### config.mk
export PLATFORM = sky130hd
export DESIGN_NAME = freq_gen_bank
export DESIGN_NICKNAME = d
export VERILOG_FILES = /design/src/rtl/fgb_pkg.sv /design/src/rtl/fgb_regs.sv /design/src/rtl/fgb_slot_decode.sv /design/src/rtl/fgb_divider.sv /design/src/rtl/freq_gen_bank.sv
export SDC_FILE = /design/constraint.sdc
export NUM_CORES = 1
export LEC_CHECK = 0
export BUFFER_PORTS_ARGS = -buffer_cell sky130_fd_sc_hd__buf_2
export CAP_MARGIN = 5
export CORE_UTILIZATION = 25
export DETAILED_ROUTE_END_ITERATION = 10
export HOLD_SLACK_MARGIN = 0.02
export PLACE_DENSITY = 0.43
export SKIP_LAST_GASP = 1
export SLEW_MARGIN = 10
export SYNTH_ARGS = -nofsm -noshare
export SYNTH_HDL_FRONTEND = slang
export SYNTH_HIERARCHICAL = 1
export SYNTH_SLANG_ARGS = --single-unit
### constraint.sdc
create_clock -name clk -period 3.66 [get_ports clk]
set_input_delay 0.915 -clock clk [delete_from_list [all_inputs] [get_ports clk]]
set_output_delay 0.915 -clock clk [all_outputs]
set_load 0.01 [all_outputs]
### src/rtl/fgb_pkg.sv
package fgb_pkg;
  localparam int DATA_W        = 32;
  localparam int SLOT_W        = 10;
  localparam int DIV_W         = 8;
  localparam int RATIO_W       = DIV_W + 2;
  localparam int SLOTS_PER_REG = 3;
  localparam int SCALE_POS     = 30;
  localparam int FIELD_BITS    = SLOTS_PER_REG * SLOT_W;

  typedef enum logic [1:0] {
    SRC_NONE = 2'd0,
    SRC_AUX2 = 2'd1,
    SRC_CPU  = 2'd2,
    SRC_AUX  = 2'd3
  } src_e;

  typedef enum logic [1:0] {
    OP_NOP     = 2'd0,
    OP_ENABLE  = 2'd1,
    OP_DISABLE = 2'd2,
    OP_SETSRC  = 2'd3
  } cmd_e;

  typedef struct packed {
    logic               active;
    src_e               src;
    logic [RATIO_W-1:0] ratio;
  } gen_cfg_t;
endpackage

### src/rtl/fgb_regs.sv
module fgb_regs
  import fgb_pkg::*;
#(
  parameter bit EXTENDED = 1'b1,
  parameter int NUM_GEN  = 6,
  parameter int NUM_REGS = 2,
  parameter int RSEL_W   = 1,
  parameter int GEN_W    = 3
) (
  input  logic                      clk,
  input  logic                      rst_n,
  input  logic                      reg_wr,
  input  logic [RSEL_W-1:0]         reg_wsel,
  input  logic [DATA_W-1:0]         reg_wdata,
  input  logic [RSEL_W-1:0]         reg_rsel,
  output logic [DATA_W-1:0]         reg_rdata,
  input  logic                      cmd_valid,
  input  logic [1:0]                cmd_op,
  input  logic [GEN_W-1:0]          cmd_gen,
  input  logic [1:0]                cmd_src,
  output logic [NUM_GEN*SLOT_W-1:0] slots,
  output logic [NUM_REGS-1:0]       scale,
  output logic [NUM_GEN-1:0]        reload
);
  localparam logic [DATA_W-1:0] FIELD_MASK = (DATA_W'(1) << FIELD_BITS) - DATA_W'(1);
  localparam logic [DATA_W-1:0] KEEP_MASK  =
    FIELD_MASK | (EXTENDED ? (DATA_W'(1) << SCALE_POS) : '0);

  logic [DATA_W-1:0] ctrl_q [NUM_REGS];
  logic [1:0]        mem_q  [NUM_GEN];
  logic              wsel_ok, rsel_ok, cmd_go;

  assign wsel_ok = int'(reg_wsel) < NUM_REGS;
  assign rsel_ok = int'(reg_rsel) < NUM_REGS;
  assign cmd_go  = cmd_valid && !reg_wr && (cmd_op != OP_NOP) && (int'(cmd_gen) < NUM_GEN);

  always_ff @(posedge clk or negedge rst_n) begin
    if (!rst_n) begin
      for (int r = 0; r < NUM_REGS; r++) ctrl_q[r] <= '0;
      for (int g = 0; g < NUM_GEN; g++)  mem_q[g]  <= SRC_AUX2;
    end else if (reg_wr) begin
      if (wsel_ok) begin
        ctrl_q[reg_wsel] <= reg_wdata & KEEP_MASK;
        for (int g = 0; g < NUM_GEN; g++) begin
          if (EXTENDED && (g / SLOTS_PER_REG) == int'(reg_wsel) &&
              reg_wdata[(g % SLOTS_PER_REG)*SLOT_W +: 2] != 2'b00)
            mem_q[g] <= reg_wdata[(g % SLOTS_PER_REG)*SLOT_W +: 2];
        end
      end
    end else if (cmd_go) begin
      for (int g = 0; g < NUM_GEN; g++) begin
        if (int'(cmd_gen) == g) begin
          if (EXTENDED) begin
            case (cmd_op)
              OP_ENABLE:
                ctrl_q[g / SLOTS_PER_REG][(g % SLOTS_PER_REG)*SLOT_W +: 2] <= mem_q[g];
              OP_DISABLE:
                ctrl_q[g / SLOTS_PER_REG][(g % SLOTS_PER_REG)*SLOT_W +: 2] <= 2'b00;
              OP_SETSRC: begin
                if (cmd_src != 2'b00) begin
                  mem_q[g] <= cmd_src;
                  if (ctrl_q[g / SLOTS_PER_REG][(g % SLOTS_PER_REG)*SLOT_W +: 2] != 2'b00)
                    ctrl_q[g / SLOTS_PER_REG][(g % SLOTS_PER_REG)*SLOT_W +: 2] <= cmd_src;
                end
              end
              default: ;
            endcase
          end else begin
            case (cmd_op)
              OP_ENABLE:
                ctrl_q[g / SLOTS_PER_REG][(g % SLOTS_PER_REG)*SLOT_W + 1] <= 1'b1;
              OP_DISABLE:
                ctrl_q[g / SLOTS_PER_REG][(g % SLOTS_PER_REG)*SLOT_W + 1] <= 1'b0;
              OP_SETSRC: begin
                if (cmd_src == SRC_CPU)
                  ctrl_q[g / SLOTS_PER_REG][(g % SLOTS_PER_REG)*SLOT_W] <= 1'b0;
                else if (cmd_src == SRC_AUX)
                  ctrl_q[g / SLOTS_PER_REG][(g % SLOTS_PER_REG)*SLOT_W] <= 1'b1;
              end
              default: ;
            endcase
          end
        end
      end
    end
  end

  assign reg_rdata = rsel_ok ? ctrl_q[reg_rsel] : '0;

  for (genvar r = 0; r < NUM_REGS; r++) begin : g_scale
    assign scale[r] = EXTENDED ? ctrl_q[r][SCALE_POS] : 1'b0;
  end

  for (genvar g = 0; g < NUM_GEN; g++) begin : g_slot
    logic [1:0] code_w;
    assign slots[g*SLOT_W +: SLOT_W] =
      ctrl_q[g / SLOTS_PER_REG][(g % SLOTS_PER_REG)*SLOT_W +: SLOT_W];
    assign code_w = ctrl_q[g / SLOTS_PER_REG][(g % SLOTS_PER_REG)*SLOT_W +: 2];
    assign reload[g] = (reg_wr && int'(reg_wsel) == g / SLOTS_PER_REG) ||
                       (cmd_go && int'(cmd_gen) == g);

    if (EXTENDED) begin : g_ext_chk
      p_disable_keeps_memory_r10: assert property (@(posedge clk) disable iff (!rst_n)
        (cmd_go && int'(cmd_gen) == g && cmd_op == OP_DISABLE)
          |=> (code_w == 2'b00 && $stable(mem_q[g])));
      p_enable_restores_r10: assert property (@(posedge clk) disable iff (!rst_n)
        (cmd_go && int'(cmd_gen) == g && cmd_op == OP_ENABLE)
          |=> (code_w == $past(mem_q[g])));
    end

    p_write_drops_cmd_r12: assert property (@(posedge clk) disable iff (!rst_n)
      (reg_wr && cmd_valid && int'(cmd_gen) == g && int'(reg_wsel) != g / SLOTS_PER_REG)
        |=> $stable(code_w));
  end
endmodule

### src/rtl/fgb_slot_decode.sv
module fgb_slot_decode
  import fgb_pkg::*;
#(
  parameter bit EXTENDED = 1'b1
) (
  input  logic [SLOT_W-1:0] slot,
  input  logic              scale,
  output gen_cfg_t          cfg
);
  logic [DIV_W-1:0]   div_code;
  logic [RATIO_W-1:0] unit_ratio;
  logic [RATIO_W-1:0] even_ratio;

  assign div_code   = slot[SLOT_W-1:2];
  assign unit_ratio = RATIO_W'(div_code) + RATIO_W'(1);
  assign even_ratio = unit_ratio << 1;

  if (EXTENDED) begin : g_ext
    assign cfg.active = slot[1:0] != 2'b00;
    assign cfg.src    = src_e'(slot[1:0]);
    assign cfg.ratio  = scale ? unit_ratio : even_ratio;
  end else begin : g_leg
    logic unused_scale;
    assign unused_scale = scale;
    assign cfg.active = slot[1];
    assign cfg.src    = slot[0] ? SRC_AUX : SRC_CPU;
    assign cfg.ratio  = even_ratio;
  end
endmodule

### src/rtl/fgb_divider.sv
module fgb_divider
  import fgb_pkg::*;
(
  input  logic     clk,
  input  logic     rst_n,
  input  gen_cfg_t cfg,
  input  logic     tick_cpu,
  input  logic     tick_aux,
  input  logic     tick_aux2,
  input  logic     reload,
  output logic     out_tick
);
  logic [RATIO_W-1:0] cnt_q;
  logic               in_tick;
  logic               at_last;

  always_comb begin
    unique case (cfg.src)
      SRC_CPU:  in_tick = tick_cpu;
      SRC_AUX:  in_tick = tick_aux;
      SRC_AUX2: in_tick = tick_aux2;
      default:  in_tick = 1'b0;
    endcase
  end

  assign at_last = cnt_q == (cfg.ratio - RATIO_W'(1));

  always_ff @(posedge clk or negedge rst_n) begin
    if (!rst_n)                      cnt_q <= '0;
    else if (reload || !cfg.active)  cnt_q <= '0;
    else if (in_tick)                cnt_q <= at_last ? '0 : cnt_q + RATIO_W'(1);
  end

  assign out_tick = cfg.active && in_tick && at_last;

  p_off_holds_count_r8: assert property (@(posedge clk) disable iff (!rst_n)
    !cfg.active |=> cnt_q == '0);
  p_reload_restarts_r9: assert property (@(posedge clk) disable iff (!rst_n)
    reload |=> cnt_q == '0);
  p_count_in_range_r7: assert property (@(posedge clk) disable iff (!rst_n)
    cnt_q < cfg.ratio);
endmodule

### src/rtl/freq_gen_bank.sv
module freq_gen_bank
  import fgb_pkg::*;
#(
  parameter bit EXTENDED = 1'b1,
  parameter int NUM_GEN  = 6
) (
  input  logic              clk,
  input  logic              rst_n,
  input  logic              reg_wr,
  input  logic              reg_wsel,
  input  logic [31:0]       reg_wdata,
  input  logic              reg_rsel,
  output logic [31:0]       reg_rdata,
  input  logic              cmd_valid,
  input  logic [1:0]        cmd_op,
  input  logic [2:0]        cmd_gen,
  input  logic [1:0]        cmd_src,
  input  logic              tick_cpu,
  input  logic              tick_aux,
  input  logic              tick_aux2,
  output logic [NUM_GEN-1:0] gen_tick
);
  localparam int NUM_REGS = (NUM_GEN + SLOTS_PER_REG - 1) / SLOTS_PER_REG;

  logic [NUM_GEN*SLOT_W-1:0] slots;
  logic [NUM_REGS-1:0]       scale;
  logic [NUM_GEN-1:0]        reload;

  fgb_regs #(
    .EXTENDED (EXTENDED),
    .NUM_GEN  (NUM_GEN),
    .NUM_REGS (NUM_REGS),
    .RSEL_W   (1),
    .GEN_W    (3)
  ) u_regs (
    .clk       (clk),
    .rst_n     (rst_n),
    .reg_wr    (reg_wr),
    .reg_wsel  (reg_wsel),
    .reg_wdata (reg_wdata),
    .reg_rsel  (reg_rsel),
    .reg_rdata (reg_rdata),
    .cmd_valid (cmd_valid),
    .cmd_op    (cmd_op),
    .cmd_gen   (cmd_gen),
    .cmd_src   (cmd_src),
    .slots     (slots),
    .scale     (scale),
    .reload    (reload)
  );

  for (genvar g = 0; g < NUM_GEN; g++) begin : g_gen
    gen_cfg_t cfg;

    fgb_slot_decode #(.EXTENDED(EXTENDED)) u_dec (
      .slot  (slots[g*SLOT_W +: SLOT_W]),
      .scale (scale[g / SLOTS_PER_REG]),
      .cfg   (cfg)
    );

    fgb_divider u_div (
      .clk       (clk),
      .rst_n     (rst_n),
      .cfg       (cfg),
      .tick_cpu  (tick_cpu),
      .tick_aux  (tick_aux),
      .tick_aux2 (tick_aux2),
      .reload    (reload[g]),
      .out_tick  (gen_tick[g])
    );
  end
endmodule

# Word-level counts from Yosys, hierarchy flattened
# Index checks and enable logic that the tools add are counted.
dict set report word_totals {
  ff_bits 136
  in_bits 48
  word_cells 267
}
dict set report op_classes {
  n_addsub 18
  bitwise_logic 3
  eq_ne 45
  magnitude_cmp 4
  reduce_logical 89
  muxes 88
}
# op n
set ops {}
lappend ops {{$mux 10} 24}
lappend ops {{$mux 32} 4}
lappend ops {{$mux 2} 44}
lappend ops {{$bwmux 64} 1}
lappend ops {{$add 10x1->10 const B} 6}
lappend ops {{$eq 10x10->1} 6}
lappend ops {{$reduce_and 5->1} 12}
lappend ops {{$sub 10x1->10 const B} 6}
lappend ops {{$add 8x1->9 const B} 6}
lappend ops {{$reduce_bool 2->1} 26}
lappend ops {{$pmux 2 s3} 6}
lappend ops {{$demux 32 s1} 1}
lappend ops {{$logic_and 1x1->1} 30}
lappend ops {{$eq 2x2->1 const B} 14}
lappend ops {{$mux 12} 2}
lappend ops {{$ne 3x2->1 const B} 7}
lappend ops {{$pmux 1 s3} 6}
lappend ops {{$eq 2x1->1 const B} 7}
lappend ops {{$eq 3x3->1 const B} 4}
lappend ops {{$logic_or 1x1->1} 12}
lappend ops {{$ne 2x1->1 const B} 6}
lappend ops {{$logic_not 1->1} 7}
lappend ops {{$ge 2x2->1 const B} 2}
lappend ops {{$not 1->2} 2}
lappend ops {{other kinds (6)} 6}

# Logic depth before layout (Yosys ltp)
# Gate-level depths: netlist of the first run.
dict set report depth {
  word_depth 8
  ltp_mapped 12
  ltp_nobuf 11
}

# By module
# The synthesis of the first run kept the hierarchy.
# module area_per_inst_um2 seq_area_each_um2 n_inst cells_each
set modules_own_cells {}
lappend modules_own_cells {{fgb_divider at g_gen[0].u_div ...} 887.1 250.2 5 101}
lappend modules_own_cells {fgb_regs 3808.7 1859.3 1 371}
lappend modules_own_cells {{fgb_slot_decode at g_gen[0].u_dec ...} 339.1 0.0 5 49}
lappend modules_own_cells {{fgb_divider at g_gen[3].u_div} 958.4 250.2 1 119}
lappend modules_own_cells {{fgb_slot_decode at g_gen[5].u_dec} 334.1 0.0 1 50}

# Worst setup path after synthesis of the first run
# OpenSTA, ideal clock, no wires.
dict set report synth_timing {
  kind {reg-to-output}
  start {register u_regs.ctrl_q (netlist bit u_regs/scale[1])}
  end {output gen_tick[5]}
  path_stages_with_launch 10
  required_time_ps 2745
  arrival_ps 3008
  setup_slack_ps -263
  path_buffers 2
  path_cell_list {dfrtp_1 -> buf_2 -> buf_2 -> mux2_1 -> nand2b_1 -> or4_2 -> xnor2_1 -> or4_4 -> nor3b_1 -> and3_1}
}
# item line
set synth_rtl {}
lappend synth_rtl {{from (decl)} fgb_regs.sv:29} ;# logic [DATA_W-1:0] ctrl_q [NUM_REGS];
lappend synth_rtl {{from (signal, indexed assignment)} fgb_regs.sv:43} ;# ctrl_q[reg_wsel] <= reg_wdata & KEEP_MASK;
lappend synth_rtl {{from (signal, indexed assignment)} fgb_regs.sv:56} ;# ctrl_q[g / SLOTS_PER_REG][(g % SLOTS_PER_REG)*SLOT_W +: 2] <= mem_q[g];
lappend synth_rtl {{from (signal, indexed assignment)} fgb_regs.sv:63} ;# ctrl_q[g / SLOTS_PER_REG][(g % SLOTS_PER_REG)*SLOT_W +: 2] <= cmd_src;
lappend synth_rtl {{to (decl)} freq_gen_bank.sv:21} ;# output logic [NUM_GEN-1:0] gen_tick

==> flow_summary.toml, run 1 <==
[place]
pre_cts_ws_ns = -0.324
io_buffers = 83
hpwl_mm = 25.1
placed_cell_area_um2 = 13800
gp_congestion = 0.804

[floorplanning]
fp.dieW_um = 214
start_util = 0.254
rows = 77
design.core.area_um2 = 44200
die_h_um = 214
dieArea_um2 = 45800
pin_count = 86

[timing]
hold_viol_final = 0
max_freq_ghz = 0.234
period_needed_ns = 4.27
fin_crit_sh = 1.17
final.setup_skew_ns = 0.0119
setup_ws_ns = -0.613
rsz0062_at_grt = "true"
slew_violations = 0
worstMarginPinSlew_ns = 0.747
setup_viol = 6
finalSetupTns_ns = -3.19
relSlewSlack = 0.502

[logic_synthesis]
syn-num-nets = 1360
synth_seq_cells = 134
synth-async-reset-ratio = 1.00
syn-instance-count = 1290
ys.flop_type = "dfrtp_1"
synth_warnings = 6
avgSynthCellArea_um2 = 8.71
synth_edf_count = 0
synth_cell_types = 77
seq_area_frac_synth = 0.299
syn_area_um2 = 11200

[grt]
antenna_found_initial = 0
grt_max_degree = 58
grt_pass1_wl_mm = 55.6
grt_usage = 0.150
grt-ovfl-total = 0
first_global_vias = 10400

[worst_setup_path]
reg2regPathDepth = 14
cp-start-kind = "flip-flop"
crit_family = "simple AND/OR/NAND/NOR gates"
reg2reg_setup_slack_ns = 0.27
critPathMaxStageDelay_ns = 0.52
crit_type = "flip-flop to primary output"
worstPathRequired_ns = 2.74
cpMostUsedCell = "buf_12"
path_cells = "buf_12 > buf_12 > o22a_1 > o221a_4 > nor4_4 > nand2_2 > o31a_1 > or4_4 > nor3b_2 > and3_4 > buf_6"
r2r-end = "g_gen[4].u_div/cnt_q[3]"
crit-reg2reg-launch = "u_regs/scale[1]"
worstSetupEndpointType = "primary output"
worstPathArrival_ns = 3.36
path_buf_inv = 3
critPathSlowestCell = "or4_4"
worstPathMaxFanout = 10

[detailed_routing]
drt_iter0_drc = 578
totalWireLength_mm = 34.2
routedWlPerCell_um = 15.8
drcViolationCount = 0
ant_nets = 0
viasPerCell = 4.82
firstDrtPassIters = 5
num_vias = 10400

[run]
cap_violations = 0

[run_status]
violations = "negative setup slack"
outcome = "finished with violations"

[power_and_ir_drop]
p_per_area_nw_per_um2 = 467
peakVddDrop_v = 0.000272
fin_total_pwr_w = 0.00702
power.leakage_nw = 6.48

[cells_and_area]
drive_gt1_frac = 0.377
fin_nets = 1631
fin_util = 0.340
stdcell_area_um2 = 15000
areaGrowthSynthToFinish_pct = 34.0
n_fill_cell = 4572
n_antenna_cell = 0

[clock_tree]
cts_buffer_depth = 2
cts_buffers = 17
insertion_delay_ns = 0.45
cts_tree = "yes"
hold_buffers = 0
clk_pin_slew_ns = 0.06
cts_root_buf = "clkbuf_16"
htree_levels = 4
cts.sinks = 134

[min_path]
hold_class = "input port to asynchronous set/reset pin"
logic make-up (layout without fill, tap and decap cells):
group           Yosys count  after routing  synth area share
fa+ha+maj                22             22            0.0245
buf+inv                 112            396            0.0516
xor+xnor                121            121            0.0944
simple gates            540            540             0.257
compound gates          264            264             0.178
flops                   134            134             0.299
other cells               1              1          0.000334
mux                      96             96            0.0945
what timing repair did:
item / in CTS / in global routing
resized for setup: 36 / 26
pin swaps: 31 / 21
gates cloned: 2 / 2
endpoints found under the setup margin: 6 / 6
buffers inserted: 23 / 8
metrics by stage:
| stage | cells | hold slack (ns) |
|---|---|---|
| 3_3_place_gp | 2100 | 0.465 |
| 3_5_place_dp | 2100 | 0.473 |
| 6_report | 2166 | 0.435 |
| 4_1_cts | 2156 | 0.430 |
| 2_1_floorplan | 1290 | 0.449 |
| 5_1_grt | 2166 | 0.463 |
cell type report:
class | count | area [um^2] | area share
repair buffers | 314 | 2450 | 0.163
well taps | 592 | 741 | 0.0492
clock inverters | 14 | 150 | 0.00998
inverters | 50 | 190 | 0.0126
clock buffers | 18 | 429 | 0.0285
multi-input cells | 1044 | 7700 | 0.512
flip-flops and latches | 134 | 3380 | 0.225
synthesized netlist by cell type (all sizes together), types with 39 or more instances:
cell type	number	area share
nor2	93	0.031
buf	50	0.031
nor3	41	0.028
nand2	207	0.071
mux2	80	0.080
nand4	39	0.022
xnor2	60	0.047
nand3	39	0.023
dfrtp	128	0.29
xor2	61	0.048
inv	50	0.017
a21oi	63	0.029
worst register-to-register path: stages, from the launching register on:
cell and delay, ns:
dfrtp_2 0.43, buf_12 0.15, buf_6 0.13, buf_4 0.13
o31ai_1 0.27, o221a_1 0.32, nor4_4 0.07, buf_4 0.15
buf_4 0.12, and3_2 0.17, o32ai_1 0.33, buf_4 0.17
nand4_1 0.21, o311ai_4 0.49, nor2_1 0.11
power by group:
group	internal, W	switching, W	leakage (nW)
clock	0.00101	0.000743	0.277
combinational	0.00164	0.00162	4.51
sequential	0.00170	0.000316	1.70
total	0.00435	0.00268	6.48
cell usage in the layout (no fill, tap or decap), types with 7 or more instances in the layout:
| cell | count |
|---|---|
| a211oi_1 | 10 |
| a21oi_1 | 52 |
| a21oi_2 | 11 |
| a22oi_1 | 10 |
| a31oi_1 | 18 |
| and3_1 | 27 |
| buf_12 | 10 |
| buf_2 | 77 |
| buf_4 | 207 |
| buf_6 | 15 |
| clkbuf_16 | 19 |
| dfrtp_1 | 113 |
| dfrtp_2 | 14 |
| ha_1 | 11 |
| ha_4 | 8 |
| inv_1 | 42 |
| inv_2 | 7 |
| mux2_2 | 74 |
| mux2i_1 | 16 |
| nand2_1 | 198 |
| nand2_2 | 9 |
| nand2b_1 | 29 |
| nand3_1 | 34 |
| nand3b_1 | 7 |
| nand4_1 | 39 |
| nor2_1 | 92 |
| nor3_1 | 24 |
| nor3_2 | 12 |
| o211ai_1 | 10 |
| o21ai_0 | 17 |
| o21ai_1 | 11 |
| o221a_1 | 10 |
| o22a_1 | 17 |
| o22ai_1 | 11 |
| o31a_1 | 10 |
| o31ai_1 | 9 |
| or4_4 | 10 |
| xnor2_1 | 58 |
| xor2_1 | 60 |
flip-flops by register name, indices dropped and copies added (netlist names):
register / cells
u_regs/slots: 60
u_regs/mem_q: 12
g_gen.u_div/cnt_q: 60
u_regs/scale: 2
routing by layer:
| layer | vias up | GRT usage | share of wire |
|---|---|---|---|
| li1 | 5225 | - | - |
| met1 | 5029 | 0.202 | 0.49 |
| met2 | 156 | 0.247 | 0.47 |
| met3 | 25 | 0.0250 | 0.025 |
| met4 | 0 | 0.0386 | 0.014 |
| met5 | - | 0 | 0 |
worst max-delay path by stage:
| stage | from | to | slack, ns | cells past startpoint |
|---|---|---|---|---|
| detailed placement | u_regs/scale[0] | gen_tick[2] | -0.32 | 12 |
| finish | u_regs/scale[0] | gen_tick[2] | -0.61 | 11 |
| floorplan | u_regs/slots[2] | gen_tick[0] | 0.07 | 10 |
| global route | u_regs/scale[0] | gen_tick[2] | -0.75 | 11 |
| global placement | u_regs/scale[0] | gen_tick[2] | -0.31 | 11 |
| CTS | u_regs/scale[0] | gen_tick[2] | -0.68 | 12 |
(Power assumes the default switching activity.)
==> inputs of run 2 (changes only) <==
- RECOVER_POWER: not set -> 25
==> run 2 against run 1 <==
  * The run ends with max-capacitance violations, max-slew violations, negative setup slack left
  * Critical path depth did not move
  * Non-clock buffer count is the same
  * Maximum frequency about the same
  * Clock-buffer cell count unchanged
  * Worst setup slack barely moved
  * Core utilization about the same
  * Routed wire length hardly changed
  * Sequential power about the same
  * Worst hold slack better by 0.053 ns
  * Clock power about the same
  * Clock skew about the same
  * Global-route usage unchanged
==> flow_summary.toml, run 2 (synthesis results as in run 1) <==
[run_status]
outcome = "finished with violations"
violations = "max-capacitance violations, max-slew violations, negative setup slack"

[min_path]
hold_class = "flip-flop to flip-flop"
hold_path.startpoint = "u_regs/mem_q[5]"

[clock_tree]
htree_levels = 4
cts_root_buf = "clkbuf_16"
cts.sinks = 134
insertion_delay_ns = 0.45
clk_pin_slew_ns = 0.06
cts_tree = "yes"
cts_buffers = 17
cts_buffer_depth = 2

[timing]
finalSetupTns_ns = -3.19
final.setup_skew_ns = 0.0119
relSlewSlack = -0.736
worstMarginPinSlew_ns = 2.60
hold_viol_final = 0
period_needed_ns = 4.27
setup_ws_ns = -0.612
fin_hold_ws_ns = 0.487
fin_crit_sh = 1.17
max_freq_ghz = 0.234
setup_viol = 6
slew_violations = 53
rsz0062_at_grt = "true"

[worst_setup_path]
crit_type = "flip-flop to primary output"
path_cells = "buf_12 > buf_12 > o22a_1 > o221a_4 > nor4_4 > nand2_2 > o31a_1 > or4_4 > nor3b_2 > and3_4 > buf_6"
worstPathMaxFanout = 10
cp-start-kind = "flip-flop"
crit-reg2reg-launch = "u_regs/scale[1]"
path_buf_inv = 3
cp-startpoint = "u_regs/scale[0]"
worstSetupEndpointType = "primary output"
critPathSlowestCell = "or4_4"
crit_family = "simple AND/OR/NAND/NOR gates"
critPathMaxStageDelay_ns = 0.52
worstPathArrival_ns = 3.36
worstPathRequired_ns = 2.74
cpMostUsedCell = "buf_12"

[floorplanning]
die_h_um = 214
pin_count = 86
dieArea_um2 = 45800
rows = 77
fp.dieW_um = 214
design.core.area_um2 = 44200
start_util = 0.254

[detailed_routing]
totalWireLength_mm = 34.2
drcViolationCount = 0
num_vias = 10400
firstDrtPassIters = 5
viasPerCell = 4.82
routedWlPerCell_um = 15.8
drt_iter0_drc = 578
ant_nets = 0

[power_and_ir_drop]
clkPwrFrac = 0.249
fin_total_pwr_w = 0.00702
intPower_w = 0.00434
p_switching_w = 0.00268
switching_share = 0.381
p_per_area_nw_per_um2 = 467
power.leakage_nw = 6.48
comb_power_share = 0.464
p_seq_frac = 0.287
peakVddDrop_v = 0.000272

[cells_and_area]
fin_nets = 1631
seqCellArea_um2 = 3380
n_antenna_cell = 0
n_fill_cell = 4575
areaGrowthSynthToFinish_pct = 33.9
layout_commonest_cell = "buf_4"
drive_gt1_frac = 0.376
mostFrequentLayoutCells = "buf_4 (207), nand2_1 (198), dfrtp_1 (113), nor2_1 (92), buf_2 (77)"
multiInputGateArea_um2 = 7700

[grt]
antenna_found_initial = 0
grt-busiest-layer = "met2"
grt_max_degree = 58
grt_usage = 0.150
met2_usage = 0.247
grt_pass1_wl_mm = 55.6
first_global_vias = 10400
grt-ovfl-total = 0
grtUsageMet3 = 0.0250
use_met1 = 0.202

[place]
hpwl_mm = 25.1
gp_congestion = 0.804
io_buffers = 83

[run]
cap_violations = 1
[run 2: cell types whose count changed in the layout (fill, tap and decap cells not counted), sizes merged]
cell	before	now
clkdlybuf4s25	0	1
buf	310	309
[run 2: per-stage QoR]
step | std cells | cell area (um^2) | utilization | setup WS (ns)
4_1_cts | 2156 | 14800 | 0.334 | -0.684
2_1_floorplan | 1290 | 11500 | - | 0.0730
5_1_grt | 2166 | 15000 | 0.340 | -0.752
3_5_place_dp | 2100 | 13800 | 0.312 | -0.324
6_report | 2166 | 15000 | 0.340 | -0.612
3_3_place_gp | 2100 | 13800 | 0.312 | -0.310
[run 2: worst reg2reg max path: stages, from the launching register on]
cell	delay, ns
dfrtp_2	0.43
buf_12	0.15
buf_6	0.13
buf_4	0.13
o31ai_1	0.28
o221a_1	0.32
nor4_4	0.07
buf_4	0.15
buf_4	0.12
and3_2	0.17
o32ai_1	0.33
buf_4	0.17
nand4_1	0.21
o311ai_4	0.49
nor2_1	0.11
[run 2: cell type report]
cell class	instances	share of cell area
Multi-Input combinational cell	1044	0.512
Sequential cell	134	0.225
Timing Repair Buffer	314	0.162
Tap cell	592	0.0493
Clock buffer	18	0.0285
Inverter	50	0.0126
Clock inverter	14	0.00999
[run 2: worst paths after layout]
| kind | endpoint | cells past startpoint | slack [ns] |
|---|---|---|---|
| worst max-delay path | gen_tick[2] | 11 | -0.61 |
| worst min-delay path | u_regs/mem_q[5] | 1 | 0.49 |
| worst max register to register | g_gen[4].u_div/cnt_q[3] | 14 | 0.27 |
| worst min register to register | u_regs/mem_q[5] | 1 | 0.49 |
| max in group asynchronous | u_regs/scale[0] | 1 | 0.34 |
| min in group asynchronous | u_regs/slots[33] | 1 | 1.49 |
[run 2: metal layers]
layer	vias to the layer above	part of all wire	wire length (um)
met4	0	0.014	490
met5	-	0	0
met3	27	0.025	857
li1	5225	-	-
met2	152	0.47	16000
met1	5037	0.49	16800
[run 2: what timing repair did]
| item | 4_1_cts | 5_1_grt |
|---|---|---|
| setup endpoints to repair | 6 | 6 |
| buffers inserted | 23 | 8 |
| gates cloned | 2 | 2 |
| gates resized for setup | 36 | 26 |
| pin swaps | 31 | 21 |
| hold buffers | 0 | 0 |
| endpoints found under the hold margin | 0 | 0 |
[run 2: power by group through the flow]
stage | logic [W] | clock network (W) | registers, W
after detailed placement | 0.00304 | 0 | 0.00205
after global routing | 0.00358 | 0.00188 | 0.00206
final | 0.00326 | 0.00175 | 0.00201
after floorplan | 0.00204 | 0 | 0.00192
after global placement | 0.00302 | 0 | 0.00204
after CTS | 0.00320 | 0.00183 | 0.00201
==> inputs of run 3 (changes only) <==
- ABC_AREA: not set -> 1
- PLACE_DENSITY: 0.43 -> 0.42
- clock period: 3.66 -> 4.7 ns (I/O delays scaled with it)
==> run 3 against run 2 <==
  * The run ends with max-capacitance violations, max-slew violations left
  * Critical path depth increased by 3
  * Die area increased by 11%
  * Synthesized cell count increased by 51%
  * Design area decreased by 6.3%
  * Combinational power decreased by 40%
  * First-iteration DRC count increased by 21%
  * Sequential power decreased by 27%
  * Highest routed layer unchanged
==> flow_summary.toml, run 3 <==
[power_and_ir_drop]
fin_total_pwr_w = 0.00480
peakVddDrop_v = 0.000186
power.leakage_nw = 7.06
p_per_area_nw_per_um2 = 340

[clock_tree]
cts_root_buf = "clkbuf_16"
cts.sinks = 134
cts-resized-gates = 0
htree_levels = 4
cts_tree = "yes"
clk_pin_slew_ns = 0.07
hold_buffers = 0
insertion_delay_ns = 0.46
cts_buffers = 17
cts_buffer_depth = 2
post_cts.repair.setup_buffers = 0

[cells_and_area]
fin_nets = 2092
fin_cells = 2699
layout_commonest_cell = "nand2_1"
drive_gt1_frac = 0.173
n_fill_cell = 5558
n_antenna_cell = 0
mostFrequentLayoutCells = "nand2_1 (665), nand3_1 (223), inv_1 (201), nor2_1 (154), dfrtp_1 (128)"
areaGrowthSynthToFinish_pct = 12.9

[logic_synthesis]
yosysMostFrequentCell = "nand2_1"
synth-async-reset-ratio = 1.00
yosys.area.top_type = "dfrtp_1"
ys.flop_type = "dfrtp_1"
syn-num-nets = 2020
yosys-top-cells-count = "nand2_1 (665), nand3_1 (223), inv_1 (201)"
syn_area_um2 = 12500
netlist.area_leader.share = 0.257
synth_warnings = 6
yosys-top-cells-area = "dfrtp_1 (26%), nand2_1 (20%), nand3_1 (8.9%), inv_1 (6.0%), nor2_1 (4.6%)"
synth_seq_cells = 134
seq_area_frac_synth = 0.269
avgSynthCellArea_um2 = 6.40
synth_edf_count = 0
syn-instance-count = 1950
synth_cell_types = 44

[worst_setup_path]
reg2reg_setup_slack_ns = 2.03
worstPathMaxFanout = 15
crit_type = "flip-flop to primary output"
cp-start-kind = "flip-flop"
r2r-end = "g_gen[5].u_div/cnt_q[3]"
worstSetupEndpointType = "primary output"
reg2regPathDepth = 14
worstPathArrival_ns = 3.05
worstPathRequired_ns = 3.52
crit-reg2reg-launch = "u_regs/scale[1]"

[place]
pre_cts_ws_ns = 0.873
hpwl_mm = 29.2
io_buffers = 83
gp_congestion = 0.843
place_inst = 2667

[grt]
antenna_found_initial = 0
grt-ovfl-total = 0
grt_usage = 0.152
grt_pass1_wl_mm = 60.2
grt_max_degree = 97
first_global_vias = 11400

[timing]
hold_viol_final = 0
final.setup_skew_ns = 0.0170
rsz0062_at_grt = "false"
fin_crit_sh = 0.900
slew_violations = 97
max_freq_ghz = 0.236
worstMarginPinSlew_ns = 2.74
period_needed_ns = 4.23
relSlewSlack = -0.826
setup_ws_ns = 0.472
setup_viol = 0
finalSetupTns_ns = 0

[detailed_routing]
drcViolationCount = 0
ant_nets = 0
num_vias = 12000
viasPerCell = 4.44
drt_iter0_drc = 697
totalWireLength_mm = 37.2
firstDrtPassIters = 6
routedWlPerCell_um = 13.8

[floorplanning]
design.core.area_um2 = 49100
start_util = 0.254
pin_count = 86
fp.dieW_um = 225
dieArea_um2 = 50800
rows = 81
die_h_um = 225

[run]
cap_violations = 1

[run_status]
violations = "max-capacitance violations, max-slew violations"
outcome = "finished with violations"

[min_path]
holdPathStages = 2
hold_end = "u_regs/mem_q[6]"
hold_path.startpoint = "u_regs/mem_q[6]"
hold_class = "flip-flop to flip-flop"
run 3: cell types whose count changed after synthesis, moves of 50 or more:
cell,previous run,this run
nor2_2,0,50
inv_1,45,201
nand3_1,34,223
nor2_1,93,154
o21ai_0,23,79
nand2_1,201,665
run 3: logic make-up after synthesis:
group / after synthesis / synth area share
muxes: 31 / 0.0280
buffers and inverters: 267 / 0.0922
other: 1 / 0.000300
adders and majority gates: 22 / 0.0221
AOI/OAI and AO/OA: 151 / 0.0673
DFF: 134 / 0.269
xor gates and xnor gates: 93 / 0.0683
and+or+nand+nor: 1251 / 0.453
run 3: worst max-delay path by stage:
stage | start | end | slack (ns)
floorplan | u_regs/slots[2] | gen_tick[0] | 1.53
global placement | u_regs/scale[1] | gen_tick[4] | 0.83
detailed placement | u_regs/scale[1] | gen_tick[4] | 0.87
CTS | u_regs/scale[1] | gen_tick[4] | 0.35
global route | u_regs/scale[1] | gen_tick[4] | 0.04
finish | u_regs/scale[1] | gen_tick[4] | 0.47
run 3: metrics by stage:
step	utilization	area [um^2]	hold WS, ns
floorplan	-	12500	0.442
global placement	0.276	13500	0.455
detailed placement	0.276	13500	0.458
CTS	0.287	14100	0.469
global route	0.287	14100	0.485
finish	0.287	14100	0.465
run 3: routing by layer:
layer  wire length [um]  track usage
met1              18700        0.204
met2              17000        0.251
met3               1190       0.0267
met4                371       0.0338
met5                  0            0
run 3: layout make-up:
class,instances,area [um^2],area share
Clock buffer,18,439,0.0312
Timing Repair Buffer,93,490,0.0348
Inverter,227,857,0.0608
Multi-Input combinational cell,1549,7970,0.566
Tap cell,664,831,0.0590
Clock inverter,14,141,0.0100
Sequential cell,134,3360,0.239
run 3: worst max-delay path, cell delays in order (launching register included):
cell	delay (ns)
dfrtp_1	0.54
buf_4	0.27
o21ai_0	0.27
inv_1	0.08
ha_1	0.29
nand2_1	0.07
inv_1	0.03
nor2_1	0.07
nand2_1	0.09
nor2_1	0.14
nand3_1	0.08
nor2_1	0.14
nand3_2	0.14
nor3_2	0.20
buf_2	0.18
run 3: report_power, final:
part	total (W)	leakage [nW]	internal [W]	switching, W
sequential	0.00147	1.75	0.00128	0.000190
clock	0.00136	0.285	0.000757	0.000608
combinational	0.00196	5.03	0.000646	0.00132
